$ cat src/rtl/sl_pkg.sv
package sl_pkg;
  localparam int LUT_W   = 10;
  localparam int LUT_IDX = 4;
  localparam int N_BAND  = 3;
  localparam int N_GATE  = 8;
  localparam int CAR_MIN = 4;
  localparam int DT_MIN  = 2;

  typedef logic signed [2:0] level_t;

  // Quarter-wave sine samples, taken at the centre of each index step
  function automatic logic [LUT_W-1:0] qsine(input logic [LUT_IDX-1:0] i);
    case (i)
      4'd0:  qsine = 10'd50;
      4'd1:  qsine = 10'd150;
      4'd2:  qsine = 10'd249;
      4'd3:  qsine = 10'd345;
      4'd4:  qsine = 10'd437;
      4'd5:  qsine = 10'd526;
      4'd6:  qsine = 10'd609;
      4'd7:  qsine = 10'd687;
      4'd8:  qsine = 10'd758;
      4'd9:  qsine = 10'd822;
      4'd10: qsine = 10'd877;
      4'd11: qsine = 10'd925;
      4'd12: qsine = 10'd963;
      4'd13: qsine = 10'd992;
      4'd14: qsine = 10'd1012;
      default: qsine = 10'd1022;
    endcase
  endfunction
endpackage

$ cat src/rtl/sl_carrier.sv
module sl_carrier #(
  parameter int CAR_W = 12
) (
  input  logic             clk,
  input  logic             rst_n,
  input  logic [CAR_W-1:0] period_in,
  output logic [CAR_W-1:0] carrier,
  output logic [CAR_W-1:0] period_eff,
  output logic             per_start
);
  import sl_pkg::*;

  logic [CAR_W-1:0] cnt_q, cnt_d;
  logic             up_q, up_d;

  assign period_eff = (period_in < CAR_W'(CAR_MIN)) ? CAR_W'(CAR_MIN) : period_in;
  assign carrier    = cnt_q;
  assign per_start  = up_q && (cnt_q == '0);

  always_comb begin
    cnt_d = cnt_q;
    up_d  = up_q;
    if (up_q) begin
      if (cnt_q >= period_eff) begin
        up_d  = 1'b0;
        cnt_d = cnt_q - 1'b1;
      end else begin
        cnt_d = cnt_q + 1'b1;
      end
    end else begin
      if (cnt_q <= CAR_W'(1)) begin
        up_d  = 1'b1;
        cnt_d = '0;
      end else begin
        cnt_d = cnt_q - 1'b1;
      end
    end
  end

  always_ff @(posedge clk or negedge rst_n) begin
    if (!rst_n) begin
      cnt_q <= '0;
      up_q  <= 1'b1;
    end else begin
      cnt_q <= cnt_d;
      up_q  <= up_d;
    end
  end
endmodule

$ cat src/rtl/sl_reference.sv
module sl_reference #(
  parameter int PH_W  = 16,
  parameter int MI_W  = 10,
  parameter int CAR_W = 12
) (
  input  logic               clk,
  input  logic               rst_n,
  input  logic               load,
  input  logic [PH_W-1:0]    step,
  input  logic [MI_W-1:0]    mod_index,
  input  logic [CAR_W-1:0]   period,
  output logic [CAR_W+1:0]   mag,
  output logic               neg
);
  import sl_pkg::*;

  localparam int MAG_W = CAR_W + 2;
  localparam int P1_W  = LUT_W + MI_W;
  localparam int P2_W  = LUT_W + MAG_W;

  logic [PH_W-1:0]    phase_q, phase_d;
  logic [MAG_W-1:0]   mag_q, mag_d;
  logic               neg_q, neg_d;
  logic [1:0]         quad;
  logic [LUT_IDX-1:0] idx, addr;
  logic [LUT_W-1:0]   sine;
  logic [P1_W-1:0]    prod1;
  logic [LUT_W-1:0]   scaled;
  logic [MAG_W-1:0]   span;
  logic [P2_W-1:0]    prod2;

  assign quad   = phase_q[PH_W-1 -: 2];
  assign idx    = phase_q[PH_W-3 -: LUT_IDX];
  assign addr   = quad[0] ? ~idx : idx;
  assign sine   = qsine(addr);
  assign prod1  = P1_W'(sine) * P1_W'(mod_index);
  assign scaled = prod1[MI_W +: LUT_W];
  assign span   = {2'b00, period} + {1'b0, period, 1'b0};
  assign prod2  = P2_W'(scaled) * P2_W'(span);

  always_comb begin
    phase_d = phase_q;
    mag_d   = mag_q;
    neg_d   = neg_q;
    if (load) begin
      phase_d = phase_q + step;
      mag_d   = prod2[LUT_W +: MAG_W];
      neg_d   = quad[1];
    end
  end

  always_ff @(posedge clk or negedge rst_n) begin
    if (!rst_n) begin
      phase_q <= '0;
      mag_q   <= '0;
      neg_q   <= 1'b0;
    end else begin
      phase_q <= phase_d;
      mag_q   <= mag_d;
      neg_q   <= neg_d;
    end
  end

  assign mag = mag_q;
  assign neg = neg_q;
endmodule

$ cat src/rtl/sl_level.sv
module sl_level #(
  parameter int CAR_W = 12
) (
  input  logic             clk,
  input  logic             rst_n,
  input  logic             per_start,
  input  logic [CAR_W-1:0] carrier,
  input  logic [CAR_W-1:0] period,
  input  logic [CAR_W+1:0] mag,
  input  logic             neg,
  output logic [2:0]       level,
  output logic             half_neg,
  output logic             run
);
  import sl_pkg::*;

  localparam int MAG_W = CAR_W + 2;

  logic [N_BAND-1:0] cmd;
  logic [1:0]        count;
  logic [2:0]        level_q, level_d;
  logic              half_q, half_d;
  logic              run_q, run_d;

  // One comparator per level-shifted carrier, lowest band first
  for (genvar j = 0; j < N_BAND; j++) begin : g_band
    logic [MAG_W-1:0] thr;
    assign thr    = MAG_W'(carrier) + MAG_W'(j) * MAG_W'(period);
    assign cmd[j] = mag > thr;
  end

  assign count = 2'(cmd[0]) + 2'(cmd[1]) + 2'(cmd[2]);

  always_comb begin
    run_d   = run_q | per_start;
    level_d = 3'b000;
    half_d  = 1'b0;
    if (run_q) begin
      half_d  = neg;
      level_d = neg ? (3'b000 - {1'b0, count}) : {1'b0, count};
    end
  end

  always_ff @(posedge clk or negedge rst_n) begin
    if (!rst_n) begin
      level_q <= 3'b000;
      half_q  <= 1'b0;
      run_q   <= 1'b0;
    end else begin
      level_q <= level_d;
      half_q  <= half_d;
      run_q   <= run_d;
    end
  end

  assign level    = level_q;
  assign half_neg = half_q;
  assign run      = run_q;
endmodule

$ cat src/rtl/sl_gate_decode.sv
module sl_gate_decode (
  input  logic [2:0] level,
  input  logic       half_neg,
  output logic [7:0] want
);
  // want[k] demands switch S(k+1)
  always_comb begin
    want = 8'b0;
    case (level)
      3'd3: begin want[0] = 1'b1; want[4] = 1'b1; want[5] = 1'b1; end
      3'd2: begin want[1] = 1'b1; want[2] = 1'b1; want[4] = 1'b1; want[5] = 1'b1; end
      3'd1: begin want[3] = 1'b1; want[4] = 1'b1; want[5] = 1'b1; end
      3'd0: begin
        if (half_neg) begin
          want[0] = 1'b1; want[4] = 1'b1; want[6] = 1'b1;
        end else begin
          want[3] = 1'b1; want[5] = 1'b1; want[7] = 1'b1;
        end
      end
      3'b111: begin want[1] = 1'b1; want[2] = 1'b1; want[6] = 1'b1; want[7] = 1'b1; end
      3'b110: begin want[3] = 1'b1; want[6] = 1'b1; want[7] = 1'b1; end
      3'b101: begin want[2] = 1'b1; want[6] = 1'b1; want[7] = 1'b1; end
      default: want = 8'b0;
    endcase
  end
endmodule

$ cat src/rtl/sl_deadtime.sv
module sl_deadtime #(
  parameter int DT_W = 6
) (
  input  logic            clk,
  input  logic            rst_n,
  input  logic            run,
  input  logic            want,
  input  logic [DT_W-1:0] dt,
  output logic            gate
);
  logic [DT_W-1:0] cnt_q, cnt_d;
  logic            g_q, g_d;

  always_comb begin
    cnt_d = cnt_q;
    g_d   = g_q;
    if (!run || !want) begin
      cnt_d = '0;
      g_d   = 1'b0;
    end else if (!g_q) begin
      if (cnt_q >= dt) g_d = 1'b1;
      else             cnt_d = cnt_q + 1'b1;
    end
  end

  always_ff @(posedge clk or negedge rst_n) begin
    if (!rst_n) begin
      cnt_q <= '0;
      g_q   <= 1'b0;
    end else begin
      cnt_q <= cnt_d;
      g_q   <= g_d;
    end
  end

  assign gate = g_q;
endmodule

$ cat src/rtl/sevenlevel_pwm.sv
module sevenlevel_pwm #(
  parameter int CAR_W = 12,
  parameter int PH_W  = 16,
  parameter int MI_W  = 10,
  parameter int DT_W  = 6
) (
  input  logic             clk,
  input  logic             rst_n,
  input  logic [MI_W-1:0]  mod_index,
  input  logic [CAR_W-1:0] car_period,
  input  logic [PH_W-1:0]  ref_step,
  input  logic [DT_W-1:0]  dead_time,
  output logic [7:0]       gate_o,
  output logic [2:0]       level_o
);
  import sl_pkg::*;

  logic [1:0]       rst_sync_q;
  logic             rst_i;
  logic [CAR_W-1:0] carrier, period_eff;
  logic             per_start;
  logic [CAR_W+1:0] mag;
  logic             ref_neg, half_neg, run;
  logic [2:0]       level;
  logic [7:0]       gate_want;
  logic [DT_W-1:0]  dt_eff;

  // Asynchronous assertion, synchronous release
  always_ff @(posedge clk or negedge rst_n) begin
    if (!rst_n) rst_sync_q <= 2'b00;
    else        rst_sync_q <= {rst_sync_q[0], 1'b1};
  end
  assign rst_i  = rst_sync_q[1];
  assign dt_eff = (dead_time < DT_W'(DT_MIN)) ? DT_W'(DT_MIN) : dead_time;

  sl_carrier #(.CAR_W(CAR_W)) u_car (
    .clk(clk), .rst_n(rst_i), .period_in(car_period),
    .carrier(carrier), .period_eff(period_eff), .per_start(per_start)
  );

  sl_reference #(.PH_W(PH_W), .MI_W(MI_W), .CAR_W(CAR_W)) u_ref (
    .clk(clk), .rst_n(rst_i), .load(per_start), .step(ref_step),
    .mod_index(mod_index), .period(period_eff), .mag(mag), .neg(ref_neg)
  );

  sl_level #(.CAR_W(CAR_W)) u_lvl (
    .clk(clk), .rst_n(rst_i), .per_start(per_start), .carrier(carrier),
    .period(period_eff), .mag(mag), .neg(ref_neg),
    .level(level), .half_neg(half_neg), .run(run)
  );

  sl_gate_decode u_dec (.level(level), .half_neg(half_neg), .want(gate_want));

  for (genvar k = 0; k < N_GATE; k++) begin : g_dt
    sl_deadtime #(.DT_W(DT_W)) u_dt (
      .clk(clk), .rst_n(rst_i), .run(run), .want(gate_want[k]),
      .dt(dt_eff), .gate(gate_o[k])
    );
  end

  assign level_o = level;
endmodule

$ cat config.mk
export PLATFORM = sky130hd
export DESIGN_NAME = sevenlevel_pwm
export DESIGN_NICKNAME = d
export VERILOG_FILES = /design/src/rtl/sl_pkg.sv /design/src/rtl/sl_carrier.sv /design/src/rtl/sl_reference.sv /design/src/rtl/sl_level.sv /design/src/rtl/sl_gate_decode.sv /design/src/rtl/sl_deadtime.sv /design/src/rtl/sevenlevel_pwm.sv
export SDC_FILE = /design/constraint.sdc
export NUM_CORES = 1
export LEC_CHECK = 0
export BUFFER_PORTS_ARGS = -buffer_cell sky130_fd_sc_hd__buf_4
export CAP_MARGIN = 20
export CORE_ASPECT_RATIO = 1.5
export CORE_MARGIN = 4
export CORE_UTILIZATION = 50
export DETAILED_ROUTE_END_ITERATION = 16
export PLACE_DENSITY = 0.68
export SLEW_MARGIN = 30
export SYNTH_ARGS = -nofsm -noshare
export SYNTH_HDL_FRONTEND = slang
export SYNTH_SLANG_ARGS = --single-unit
$ cat constraint.sdc
create_clock -name clk -period 3.7 [get_ports clk]
set_input_delay 0.37 -clock clk [delete_from_list [all_inputs] [get_ports clk]]
set_output_delay 0.37 -clock clk [all_outputs]
set_load 0.03 [all_outputs]
==> results.sh <==
export IMPL_status="finished with violations"
export IMPL_violations="setup timing"
export IMPL_place_congestion=0.915
export IMPL_synthCells=1942
export IMPL_ys_types=73
export IMPL_ys_warn_count=0
export IMPL_die_w_um=158
export IMPL_fillers=2798
export IMPL_r2r_end="u_ref.mag[13]"
export IMPL_yosys_area_top_type="ha_1"
export IMPL_antenna_found_initial=0
export IMPL_placed_area_um2=20400
export IMPL_ff2ff_path_depth=45
export IMPL_finClkSkew_ns=0.00787
export IMPL_cts_buffers=9
export IMPL_syn_cell_area_um2=16900
export IMPL_drtAntennaViolNets=0
export IMPL_vias=14800
export IMPL_viasPerCell=5.42
export IMPL_grt_overflow=0
export IMPL_ys_ff_latch=107
export IMPL_die_area_um2=36900
export IMPL_tritoncts="yes"
export IMPL_timing_rr_start="u_ref.phase_q[14]"
export IMPL_syn_nets=2432
export IMPL_ys_async_sr_fraction_pct=100
export IMPL_drc=0
export IMPL_worstPathMaxFanout=4
export IMPL_drv_slew=0
export IMPL_path_buf_inv=8
export IMPL_cts_sinks=107
export IMPL_die_y_um=233
export IMPL_final_area_um2=21400
export IMPL_clkLatencyLatePin_ns=0.36
export IMPL_grt_use_total_pct=24.2
export IMPL_relSlewSlack_pct=37.5
export IMPL_reg2reg_slack_ns=-7.57
export IMPL_startpoint="u_ref.phase_q[14]"
export IMPL_setup_slack_ns=-7.57
export IMPL_nets=2793
export IMPL_synth_top_cells_by_area="ha_1 21%, fa_1 19%, dfrtp_1 16%, inv_1 5.7%, nand2_1 4.2%"
export IMPL_h_tree_depth=3
export IMPL_slowest_delay_ns=0.58
export IMPL_end_kind="flip-flop"
export IMPL_path_clk_slew_ns=0.08
export IMPL_worst_setup_path_type="flip-flop to flip-flop"
export IMPL_synth_top_area_share_pct=21.1
export IMPL_num_rows=82
export IMPL_critPathLaunchType="flip-flop"
export IMPL_ys_seq_area_share_pct=15.8
export IMPL_grt_start_max_net_pins=65
export IMPL_syn_avg_cell_area_um2=8.72
export IMPL_arrival_ns=11.49
export IMPL_portBuffers=56
export IMPL_drive_above_1_share_pct=24.9
export IMPL_ys_flop_type="dfrtp_1"
export IMPL_wl_per_cell_um=15.9
export IMPL_cap_violations=0
export IMPL_ios=57
export IMPL_antenna_cells=0
export IMPL_grt_first_pass_wirelength_mm=73.1
export IMPL_dr_pass1_iters=5
export IMPL_core_area_um2=33400
export IMPL_final_hold_viol_count=0
export IMPL_clockBufferDepth=2
export IMPL_post_route_period_util_pct=305
export IMPL_drtIter0Drc=550
export IMPL_path_delay_family="adder cells"
export IMPL_crit_slowest_cell="fa_2"
export IMPL_cp_required_ns=3.92
export IMPL_initial_utilization_pct=50.6
export IMPL_setup_viol=17
export IMPL_grt_setup_unrepaired="true"
export IMPL_worst_slew_pin_slew_ns=0.929
export IMPL_fmax_mhz=88.7
export IMPL_holdCritPathClass="input port to async pin"
export IMPL_area_growth_pct=26.3
export IMPL_synth_edf_count=0
export IMPL_fin_crit_ns=11.27
export IMPL_routed_wl_mm=43.3
export IMPL_cts_root_buf="clkbuf_16"
export IMPL_synthTopCellsByCount="285 x ha_1, 259 x inv_1, 188 x nand2_1"
export IMPL_synth_most_common_cell="ha_1"
export IMPL_dp_hpwl_mm=36.0
export IMPL_grt_pass1_vias=15800
export IMPL_crit_top_cell="fa_1"
## stage by stage
step | setup slack [ns] | setup TNS [ns] | utilization, % | hold slack, ns | instances
detailed placement | -7.77 | -114.06 | 61.0 | 0.153 | 2692
global placement | -7.54 | -110.14 | 61.0 | 0.152 | 2692
floorplan | -7.49 | -103.17 | - | 0.0744 | 1942
CTS | -7.50 | -105.88 | 63.1 | 0.309 | 2722
global route | -8.04 | -113.93 | 64.0 | 0.333 | 2727
finish | -7.57 | -106.79 | 64.0 | 0.321 | 2727
## cell families after synthesis
kind of cell	synth area share, %
muxes	0.968
xor gates and xnor gates	5.69
adders and majority gates	39.8
and+or+nand+nor	18.0
AOI/OAI and AO/OA	12.5
other	0.0221
DFF	15.8
buffers and inverters	7.12
## flip-flops by register name, indices dropped and copies added, names as in the netlist
name             cells
u_ref.mag           14
u_ref.phase_q       16
u_lvl.half_neg       1
u_car.carrier       12
g_dt.u_dt.gate       8
u_lvl.level          3
rst_sync_q           2
g_dt.u_dt.cnt_q     48
u_lvl.run            1
u_car.up_q           1
u_ref.neg            1
## per-layer routing
layer / global-route usage [%] / up-vias / part of all wire (%)
li1: - / 7141 / -
met3: 1.96 / 116 / 2.8
met1: 28.0 / 7253 / 39
met2: 44.8 / 280 / 53
met5: 0 / - / 0
met4: 10.7 / 0 / 4.7
## cell type report
cell class              count  area [um^2]  area share (%)
inverters                 260          978            4.57
repair buffers            399         3070            14.3
clock inverters             5         63.8           0.298
multi-input cells        1526        13800            64.7
well taps                 420          526            2.46
flip-flops and latches    107         2690            12.6
clock buffers              10          229            1.07
## timing repair
action                                 CTS  global route
buffers inserted                        14             5
endpoints found under the hold margin    2             0
gates resized for setup                 62            71
setup endpoints to repair               18            25
hold buffers                             1             0
pin swaps                               39            68
## placed cells by master (no fill, tap or decap), types with 13 or more instances in the layout
cell type,instances
nand2b_1,39
a21oi_2,27
a21oi_1,60
nor3_1,17
nor2_1,155
o21ai_0,57
inv_1,248
nand2_1,182
nor2b_1,41
ha_1,271
ha_4,13
and2_1,72
xnor2_1,46
or3_1,13
fa_1,153
buf_4,385
dfrtp_1,102
nand3_1,13
o21a_1,17
a21o_1,30
xor2_1,50
nand4_1,30
o21ai_1,19
## worst max path at each step
stage                         end  slack, ns  cells after the start
finish              u_ref.mag[13]      -7.57                     45
global route        u_ref.mag[13]      -8.04                     46
CTS                 u_ref.mag[13]      -7.50                     48
detailed placement  u_ref.mag[13]      -7.77                     41
global placement    u_ref.mag[13]      -7.54                     44
floorplan           u_ref.mag[13]      -7.49                     49
Power is left out: the tool's default activity adds up to more than one toggle a clock period on the data nets, which glitch-free logic cannot reach.
